===== config.mk =====
export PLATFORM = sky130hd
export DESIGN_NAME = uart_rx_filter
export DESIGN_NICKNAME = d
export VERILOG_FILES = /design/src/rtl/uart_rx_filter.sv
export SDC_FILE = /design/constraint.sdc
export NUM_CORES = 1
export LEC_CHECK = 0
export BUFFER_PORTS_ARGS = -buffer_cell sky130_fd_sc_hd__buf_4
export CORE_MARGIN = 2
export CORE_UTILIZATION = 49
export DETAILED_ROUTE_END_ITERATION = 10
export GPL_ROUTABILITY_DRIVEN = 0
export PLACE_DENSITY = 0.73
export SLEW_MARGIN = 15
export SYNTH_ARGS = -nofsm -noshare
export SYNTH_HDL_FRONTEND = slang
export SYNTH_SLANG_ARGS = --single-unit

===== constraint.sdc =====
create_clock -name clk -period 4.01 [get_ports clk]
set_input_delay 0 -clock clk [delete_from_list [all_inputs] [get_ports clk]]
set_output_delay 0 -clock clk [all_outputs]
set_load 0.02 [all_outputs]

===== src/rtl/uart_rx_filter.sv =====
module uart_rx_filter #(
  parameter int DATA_W = 8,
  parameter int CNT_W  = 4
) (
  input  logic              clk,
  input  logic              rst_n,
  input  logic              sample_tick,
  input  logic              rxd,
  input  logic              rx_en,
  input  logic              nine_bit,
  input  logic              addr_filt,
  input  logic [DATA_W-1:0] slave_addr,
  input  logic [DATA_W-1:0] slave_mask,
  input  logic              clr_done,
  input  logic              clr_ferr,
  output logic [DATA_W-1:0] rx_data,
  output logic              rx_bit9,
  output logic              rx_done,
  output logic              frame_err
);
  localparam int BW = $clog2(DATA_W + 3);
  localparam logic [CNT_W-1:0] SMP0 = CNT_W'(1 << (CNT_W - 1));
  localparam logic [CNT_W-1:0] SMP1 = SMP0 + 1'b1;
  localparam logic [CNT_W-1:0] SMP2 = SMP0 + 2'd2;
  localparam logic [BW-1:0] LAST_DATA = BW'(DATA_W);

  logic              sync1, sync2, prev;
  logic              active, nine_l, filt_l;
  logic [CNT_W-1:0]  cnt;
  logic [BW-1:0]     bitn;
  logic [DATA_W-1:0] shreg;
  logic              b9, s_a, s_b;

  wire          vote     = (s_a & s_b) | (s_a & sync2) | (s_b & sync2);
  wire          decide   = sample_tick && active && rx_en && cnt == SMP2;
  wire [BW-1:0] stop_idx = nine_l ? BW'(DATA_W + 2) : BW'(DATA_W + 1);
  wire          at_stop  = decide && bitn == stop_idx;
  wire          match    = ((shreg ^ slave_addr) & slave_mask) == '0;
  wire          accept   = at_stop && vote && !rx_done &&
                           (!(nine_l && filt_l) || (b9 && match));

  always_ff @(posedge clk or negedge rst_n) begin
    if (!rst_n) begin
      sync1  <= 1'b1;
      sync2  <= 1'b1;
      prev   <= 1'b1;
      active <= 1'b0;
      nine_l <= 1'b0;
      filt_l <= 1'b0;
      cnt    <= '0;
      bitn   <= '0;
      shreg  <= '0;
      b9     <= 1'b0;
      s_a    <= 1'b0;
      s_b    <= 1'b0;
    end else begin
      sync1 <= rxd;
      sync2 <= sync1;
      if (sample_tick) prev <= sync2;
      if (!rx_en) begin
        active <= 1'b0;
      end else if (sample_tick) begin
        if (!active) begin
          if (prev && !sync2) begin
            active <= 1'b1;
            cnt    <= CNT_W'(1);
            bitn   <= '0;
            b9     <= 1'b0;
            nine_l <= nine_bit;
            filt_l <= addr_filt;
          end
        end else begin
          cnt <= cnt + 1'b1;
          if (cnt == '1) bitn <= bitn + 1'b1;
          if (cnt == SMP0) s_a <= sync2;
          if (cnt == SMP1) s_b <= sync2;
          if (cnt == SMP2) begin
            if (bitn == '0) begin
              if (vote) active <= 1'b0;
            end else if (bitn == stop_idx) begin
              active <= 1'b0;
            end else if (bitn <= LAST_DATA) begin
              shreg <= {vote, shreg[DATA_W-1:1]};
            end else begin
              b9 <= vote;
            end
          end
        end
      end
    end
  end

  always_ff @(posedge clk or negedge rst_n) begin
    if (!rst_n) begin
      rx_data   <= '0;
      rx_bit9   <= 1'b0;
      rx_done   <= 1'b0;
      frame_err <= 1'b0;
    end else begin
      if (accept) begin
        rx_data <= shreg;
        rx_bit9 <= nine_l & b9;
        rx_done <= 1'b1;
      end else if (clr_done) begin
        rx_done <= 1'b0;
      end
      if (at_stop && !vote)  frame_err <= 1'b1;
      else if (clr_ferr)     frame_err <= 1'b0;
    end
  end
endmodule


; ---- After elaboration in Yosys (flattened, before gate mapping)
; Index checks and enable logic that the tools add are counted.
[op_classes]
n_reduce_logical = 28
magnitude_cmp = 1
eq_ne = 11
n_bitwise = 11
mux = 24
add_sub_neg = 2
[op_table]
columns = cell, count
row1 = 4-bit two-way mux, 5
row2 = 1-bit two-way mux, 18
row3 = "4-bit == test, second input constant", 4
row4 = 4-bit AND reduction, 4
row5 = 7-bit AND reduction, 2
row6 = 1-bit logical AND, 11
row7 = "4-bit by 1-bit adder with 4-bit output, second input constant", 2
row8 = 8-bit AND, 1
row9 = 8-bit logical NOT, 1
row10 = "2-bit != test, second input constant", 4
row11 = 8-bit bitwise XOR, 1
row12 = 2-bit nonzero test, 3
row13 = 1-bit AND, 4
row14 = 4-bit == test, 1
row15 = "4-bit less-or-equal comparator, second input constant", 1
row16 = 1-bit logical NOT, 4
row17 = 4-bit logical NOT, 1
row18 = "2-bit by 1-bit != test with 1-bit output, second input constant", 2
row19 = 1-bit NOT, 3
row20 = 3-bit AND reduction, 1
row21 = 2-bit two-way mux, 1
row22 = 1-bit bitwise OR, 2
row23 = 1-bit logical OR, 1
[word_totals]
input_bits = 25
elab_cells = 93
regBits = 36

; ---- Depth between registers and ports, before layout
; Gate-level depths: netlist of run 1.
[depth]
depth_word = 9
ltp_mapped = 7

; ---- Worst setup path after synthesis of run 1
; Ideal clock, no wire load.
[synth_timing]
path_kind = flip-flop to flip-flop
from = register sync2
to = register rx_data[0]
stages_incl_launch_ff = 6
arrival_ns = 1.954
path_slack_ns = 1.931
path_buffers = 0
cell_sequence = dfstp_2 maj3_1 nand3_1 or4b_4 a31oi_4 mux2_2
[synth_via]
elab_chain_len = 6
elab_cells_between_ends = 7
cone_classes = bitwise (4) / reduce/logical (3)
[synth_lines]
columns = element, line_no
row1 = "start, declared", 27  ; logic sync1, sync2, prev;
row2 = "start signal, assigned", 58  ; sync2 <= sync1;
row3 = 1-bit AND, 34  ; wire vote = (s_a & s_b) | (s_a & sync2) | (s_b & sync2);
row4 = 1-bit bitwise OR, 34
row5 = 1-bit bitwise OR (*), 34
row6 = 1-bit logical AND (*) (3 in series), 39  ; wire accept = at_stop && vote && !rx_done &&
row7 = "end signal, assigned", 101  ; rx_data <= shreg;
row8 = "end, declared", 16  ; output logic [DATA_W-1:0] rx_data,
; Mark *: on every way between the ends. The rest lies on a longest branch, timed or not.
; A chain may end at the register's enable or synchronous reset.

; ---- Worst setup path in the final report of run 1
[layout_timing]
from = register sync2
to = register rx_data[1]
; The elaborated chain is that of the path after synthesis.

==> impl_metrics.env, run 1 <==
export IMPL_status="complete, no violations"
export IMPL_cts_sinks=36
export IMPL_final_max_slew_viol_count=0
export IMPL_drt_iter0_markers=25
export IMPL_synth_top_area_share_pct=47.4
export IMPL_path_clk_slew_ns=0.10
export IMPL_grt_pass1_vias=1298
export IMPL_mostFrequentLayoutCell="buf_4"
export IMPL_placed_area_mm2=0.00206
export IMPL_r2r_end="rx_data[1]"
export IMPL_rsz0062_at_grt="no"
export IMPL_synthesis_nets=174
export IMPL_synth_seq_cells=36
export IMPL_cp_max_fo=10
export IMPL_area_growth_pct=27.5
export IMPL_most_common_layout_cells="35 x buf_4, 33 x dfrtp_1, 23 x mux2_2"
export IMPL_cap_viol_max_count=0
export IMPL_fp_dieH_um=63.6
export IMPL_h_tree_depth=2
export IMPL_synth_top_cell_by_area="dfrtp_1"
export IMPL_nNetsFinal=225
export IMPL_die_area_mm2=0.00405
export IMPL_grt_max_degree=37
export IMPL_drive_above_1_share_pct=36.9
export IMPL_synth_area_per_cell_um2=12.2
export IMPL_synthArstFlopShare_pct=100
export IMPL_hold_path_class="primary input to asynchronous set/reset pin"
export IMPL_power_density_mw_per_mm2=324
export IMPL_fp_row_count=21
export IMPL_synth_seq_area_share_pct=51.9
export IMPL_synth_flop_cell="dfrtp_1"
export IMPL_max_freq_ghz=0.445
export IMPL_r2r_cells=5
export IMPL_r2r_start="sync2"
export IMPL_hold_viol=0
export IMPL_final_area_mm2=0.00222
export IMPL_mappedNetlistArea_mm2=0.00174
export IMPL_clockBufferDepth=2
export IMPL_overflow=0
export IMPL_initial_core_util_pct=51.4
export IMPL_yosysWarnings=0
export IMPL_avgViaCountPerCell=5.22
export IMPL_drc=0
export IMPL_synth_edf_count=0
export IMPL_insertion_delay_ns=0.34
export IMPL_numCtsBuffers=5
export IMPL_final_min_clock_period_ns=2.25
export IMPL_wirelength_um=3380
export IMPL_wire_per_inst_um=14.0
export IMPL_rrSetupSlack_ns=1.76
export IMPL_port_buffers=35
export IMPL_antenna_cells=0
export IMPL_tightestPinTransition_ns=0.981
export IMPL_grt_use_total_pct=19.3
export IMPL_fp_dieW_um=63.6
export IMPL_worstPathRequired_ns=4.23
export IMPL_grt_antenna_before_repair=0
export IMPL_synth_cell_types=35
export IMPL_cts_root_buf="clkbuf_4"
export IMPL_synth_area_leaders="dfrtp_1 47%, mux2_2 15%, dfstp_2 4.5%"
export IMPL_p_leak_nw=1.11
export IMPL_synthCells=143
export IMPL_period_share_pct=56.0
export IMPL_path_class="flop to flop"
export IMPL_relSlewSlack_pct=34.5
export IMPL_drt_first_pass_iters=4
export IMPL_hpwl_um=2460
export IMPL_crit_path_end_kind="flop"
export IMPL_ant_nets=0
export IMPL_core_mm2=0.00339
export IMPL_peakVddDrop_uv=188
export IMPL_cts_tree="yes"
export IMPL_crit_arrival_ns=2.47
export IMPL_io_pin_count=36
export IMPL_fillers=273
export IMPL_cts_setup_buffers=0
export IMPL_critical_path_startpoint_type="flop"
export IMPL_vias=1258
export IMPL_finClkSkew_ns=0.00765
export IMPL_grt_pass1_wl_um=6000
export IMPL_finalSetupViolCount=0
export IMPL_setup_tns_ns=0
==> sequential cells by signal, indices dropped and copies added, names as in the netlist, 4 cells and up <==
name     count
cnt          4
rx_data      8
bitn         4
shreg        8
==> Yosys cell counts (2+ instances only) <==
cell	count
ha_1	6
nand2_1	7
nand3_1	5
mux2_2	23
a22o_1	3
nor2_1	10
o21ai_0	3
a22oi_1	2
nor2b_1	3
inv_1	9
dfrtp_1	33
nand4_1	2
xor2_1	9
nor3b_1	3
xnor2_1	3
dfstp_2	3
==> area by class of cell <==
type	count	area [um^2]	area share [%]
flip-flops and latches	36	905	40.7
inverters	9	33.8	1.52
clock buffers	8	68.8	3.10
well taps	46	57.6	2.59
multi-input cells	98	805	36.2
repair buffers	44	353	15.9
==> power breakdown <==
part	total (mW)	switching, mW	internal (mW)
clock	0.217	0.114	0.103
combinational	0.0900	0.0404	0.0496
sequential	0.414	0.0284	0.385
total	0.721	0.183	0.538
==> worst max path at each step <==
| stage | slack, ns | cells after the start | end | from |
|---|---|---|---|---|
| finish | 1.76 | 5 | rx_data[1] | sync2 |
| global placement | 1.79 | 5 | rx_data[7] | sync2 |
| global route | 1.64 | 5 | rx_data[6] | nine_l |
| CTS | 1.74 | 5 | rx_data[1] | sync2 |
| floorplan | 1.93 | 5 | rx_data[0] | sync2 |
| detailed placement | 1.77 | 5 | rx_data[1] | sync2 |
==> per-layer routing <==
layer / global-route usage, % / vias to the layer above / wire, um
met4: 6.52 / 0 / 58
met2: 30.8 / 24 / 1600
met5: 0 / - / 0
met3: 5.89 / 7 / 150
li1: - / 606 / -
met1: 24.9 / 621 / 1570
==> metrics by stage <==
step	utilization [%]	total power, mW	setup WS (ns)	hold WS, ns	cells
6_report	65.6	0.721	1.76	0.137	241
2_1_floorplan	-	0.460	1.93	-0.296	143
3_3_place_gp	60.9	0.497	1.79	-0.0277	224
3_5_place_dp	60.9	0.504	1.77	-0.0229	224
5_1_grt	65.6	0.761	1.64	0.160	241
4_1_cts	65.6	0.728	1.74	0.145	241
==> cell families after synthesis <==
family | synth area share (%)
buffers and inverters | 1.94
XOR/XNOR | 6.03
AND/OR/NAND/NOR | 12.2
flip-flops | 51.9
multiplexers | 15.4
AO/OA/AOI/OAI | 7.61
adder cells (fa/ha/maj) | 4.88
==> critical path: stages (launching register included) <==
cell and delay (ns):
dfstp_2 0.57, maj3_1 0.23, nand3_1 0.09, or4b_4 0.50
a31oi_4 0.36, mux2_2 0.38
==> repair_timing <==
| action | CTS | global route |
|---|---|---|
| hold buffers | 9 | 0 |
| hold endpoints to repair | 43 | 0 |
| setup endpoints to repair | 0 | 0 |
| gates resized for setup | 0 | 0 |
(Power assumes the default switching activity.)
==> run 2, diff against run 1 <==
Clock period 4.01 ns to 2.3 ns, I/O delays scaled along.
==> run 2 against run 1 <==
Against the previous run:
- wire length up 1.4%
- setup slack worse by 1.7 ns
- critical path depth up 1
- critical endpoint unchanged
- die area unchanged
- sequential power up 73%
- flip-flop and latch count unchanged
- register-to-register slack worse by 1.7 ns
- first-iteration DRC count up 56%
==> impl_metrics.env, run 2 (synthesis results as in run 1) <==
export IMPL_status="complete, no violations"
export IMPL_critical_path_startpoint_type="flop"
export IMPL_max_freq_ghz=0.452
export IMPL_max_stage_delay_ns=0.58
export IMPL_nNetsFinal=231
export IMPL_crit_arrival_ns=2.44
export IMPL_die_area_mm2=0.00405
export IMPL_finClkSkew_ns=0.0124
export IMPL_setup_ws_ns=0.0874
export IMPL_drt_iter0_markers=39
export IMPL_fin_cells=247
export IMPL_antenna_cells=0
export IMPL_power_mw=1.32
export IMPL_worst_path_max_delay_cell="dfstp_2"
export IMPL_grt_max_degree=37
export IMPL_grt_pass1_wl_um=6040
export IMPL_hpwl_um=2510
export IMPL_initial_core_util_pct=51.4
export IMPL_core_mm2=0.00339
export IMPL_finalSetupViolCount=0
export IMPL_fp_row_count=21
export IMPL_ant_nets=0
export IMPL_hold_path_class="primary input to asynchronous set/reset pin"
export IMPL_switchingPower_uw=325
export IMPL_grt_pass1_vias=1329
export IMPL_p_int_uw=992
export IMPL_grt_antenna_before_repair=0
export IMPL_crit_family="simple AND/OR/NAND/NOR gates"
export IMPL_layout_area_seq_um2=905
export IMPL_grt_use_total_pct=19.7
export IMPL_reg_top3="rx_data x8, shreg x8"
export IMPL_vias=1274
export IMPL_cts_sinks=36
export IMPL_period_share_pct=96.2
export IMPL_setup_tns_ns=0
export IMPL_final_core_util_pct=67.5
export IMPL_peakVddDrop_uv=402
export IMPL_placed_area_mm2=0.00210
export IMPL_combinationalPowerShare_pct=12.8
export IMPL_area_growth_pct=31.2
export IMPL_final_min_clock_period_ns=2.21
export IMPL_critical_path_buf_inv_count=1
export IMPL_numCtsBuffers=5
export IMPL_drive_above_1_share_pct=38.8
export IMPL_fp_dieW_um=63.6
export IMPL_final_area_mm2=0.00229
export IMPL_insertion_delay_ns=0.35
export IMPL_cts_tree="yes"
export IMPL_wirelength_um=3430
export IMPL_cts_resized=0
export IMPL_relSlewSlack_pct=68.1
export IMPL_hold_viol=0
export IMPL_p_leak_nw=1.14
export IMPL_pwr_share_clk_pct=32.8
export IMPL_power_density_mw_per_mm2=576
export IMPL_fp_dieH_um=63.6
export IMPL_p_seq_share_pct=54.4
export IMPL_cp_max_fo=10
export IMPL_dp_cells=229
export IMPL_path_cells="maj3_1 -> nand3_1 -> or4b_4 -> a31oi_4 -> buf_12 -> mux2_2"
export IMPL_path_clk_slew_ns=0.11
export IMPL_place_ws_ns=0.0413
export IMPL_crit_path_end_kind="flop"
export IMPL_overflow=0
export IMPL_holdWs_ns=0.139
export IMPL_h_tree_depth=2
export IMPL_tightestPinTransition_ns=0.477
export IMPL_worstPathRequired_ns=2.53
export IMPL_cts_root_buf="clkbuf_4"
export IMPL_cap_viol_max_count=0
export IMPL_most_common_layout_cells="40 x buf_4, 33 x dfrtp_1, 23 x mux2_2"
export IMPL_multi_input_area_um2=805
export IMPL_clockBufferDepth=2
export IMPL_drt_first_pass_iters=4
export IMPL_fillers=259
export IMPL_mostFrequentLayoutCell="buf_4"
export IMPL_io_pin_count=36
export IMPL_avgViaCountPerCell=5.16
export IMPL_wire_per_inst_um=13.9
export IMPL_switching_share_pct=24.7
export IMPL_port_buffers=35
export IMPL_drc=0
export IMPL_path_class="flop to flop"
export IMPL_final_max_slew_viol_count=0
run 2: worst paths after layout:
kind / startpoint / endpoint / depth (start not counted) / slack (ns)
worst max-delay path: sync2 / rx_data[1] / 6 / 0.09
worst min-delay path: rst_n / b9 / 2 / 0.14
worst max register to register: sync2 / rx_data[1] / 6 / 0.09
worst min register to register: sync1 / sync2 / 0 / 0.37
max in group asynchronous: rst_n / prev / 2 / 1.81
min in group clk: rxd / sync1 / 2 / 0.30
run 2: worst reg2reg max path, cell delays in order (launching register included):
cell and delay, ns:
dfstp_2 0.58, maj3_1 0.25, nand3_1 0.10, or4b_4 0.50
a31oi_4 0.19, buf_12 0.16, mux2_2 0.33
run 2: final cells by class:
cell class | count | share of cell area, %
Sequential cell | 36 | 39.6
Multi-Input combinational cell | 98 | 35.2
Timing Repair Buffer | 50 | 17.9
Tap cell | 46 | 2.52
Clock buffer | 6 | 1.81
Clock inverter | 2 | 1.53
Inverter | 9 | 1.48
run 2: power by group through the flow:
stage	logic (mW)	clock network (mW)	registers [mW]
2_1_floorplan	0.0804	0	0.721
3_3_place_gp	0.154	0	0.725
3_5_place_dp	0.158	0	0.730
4_1_cts	0.170	0.445	0.718
5_1_grt	0.193	0.472	0.724
6_report	0.168	0.433	0.716
run 2: per-layer routing:
metal  vias to the layer above  wire, um  GRT usage [%]
met2                        35      1630           31.4
met5                         -         0              0
li1                        614         -              -
met1                       620      1540           25.2
met4                         0        49           7.07
met3                         5       204           6.07
run 2: timing repair:
action                                  CTS  global route
endpoints found under the hold margin    43             0
hold buffers                              9             0
buffers inserted                          0             1
endpoints found under the setup margin    0             8
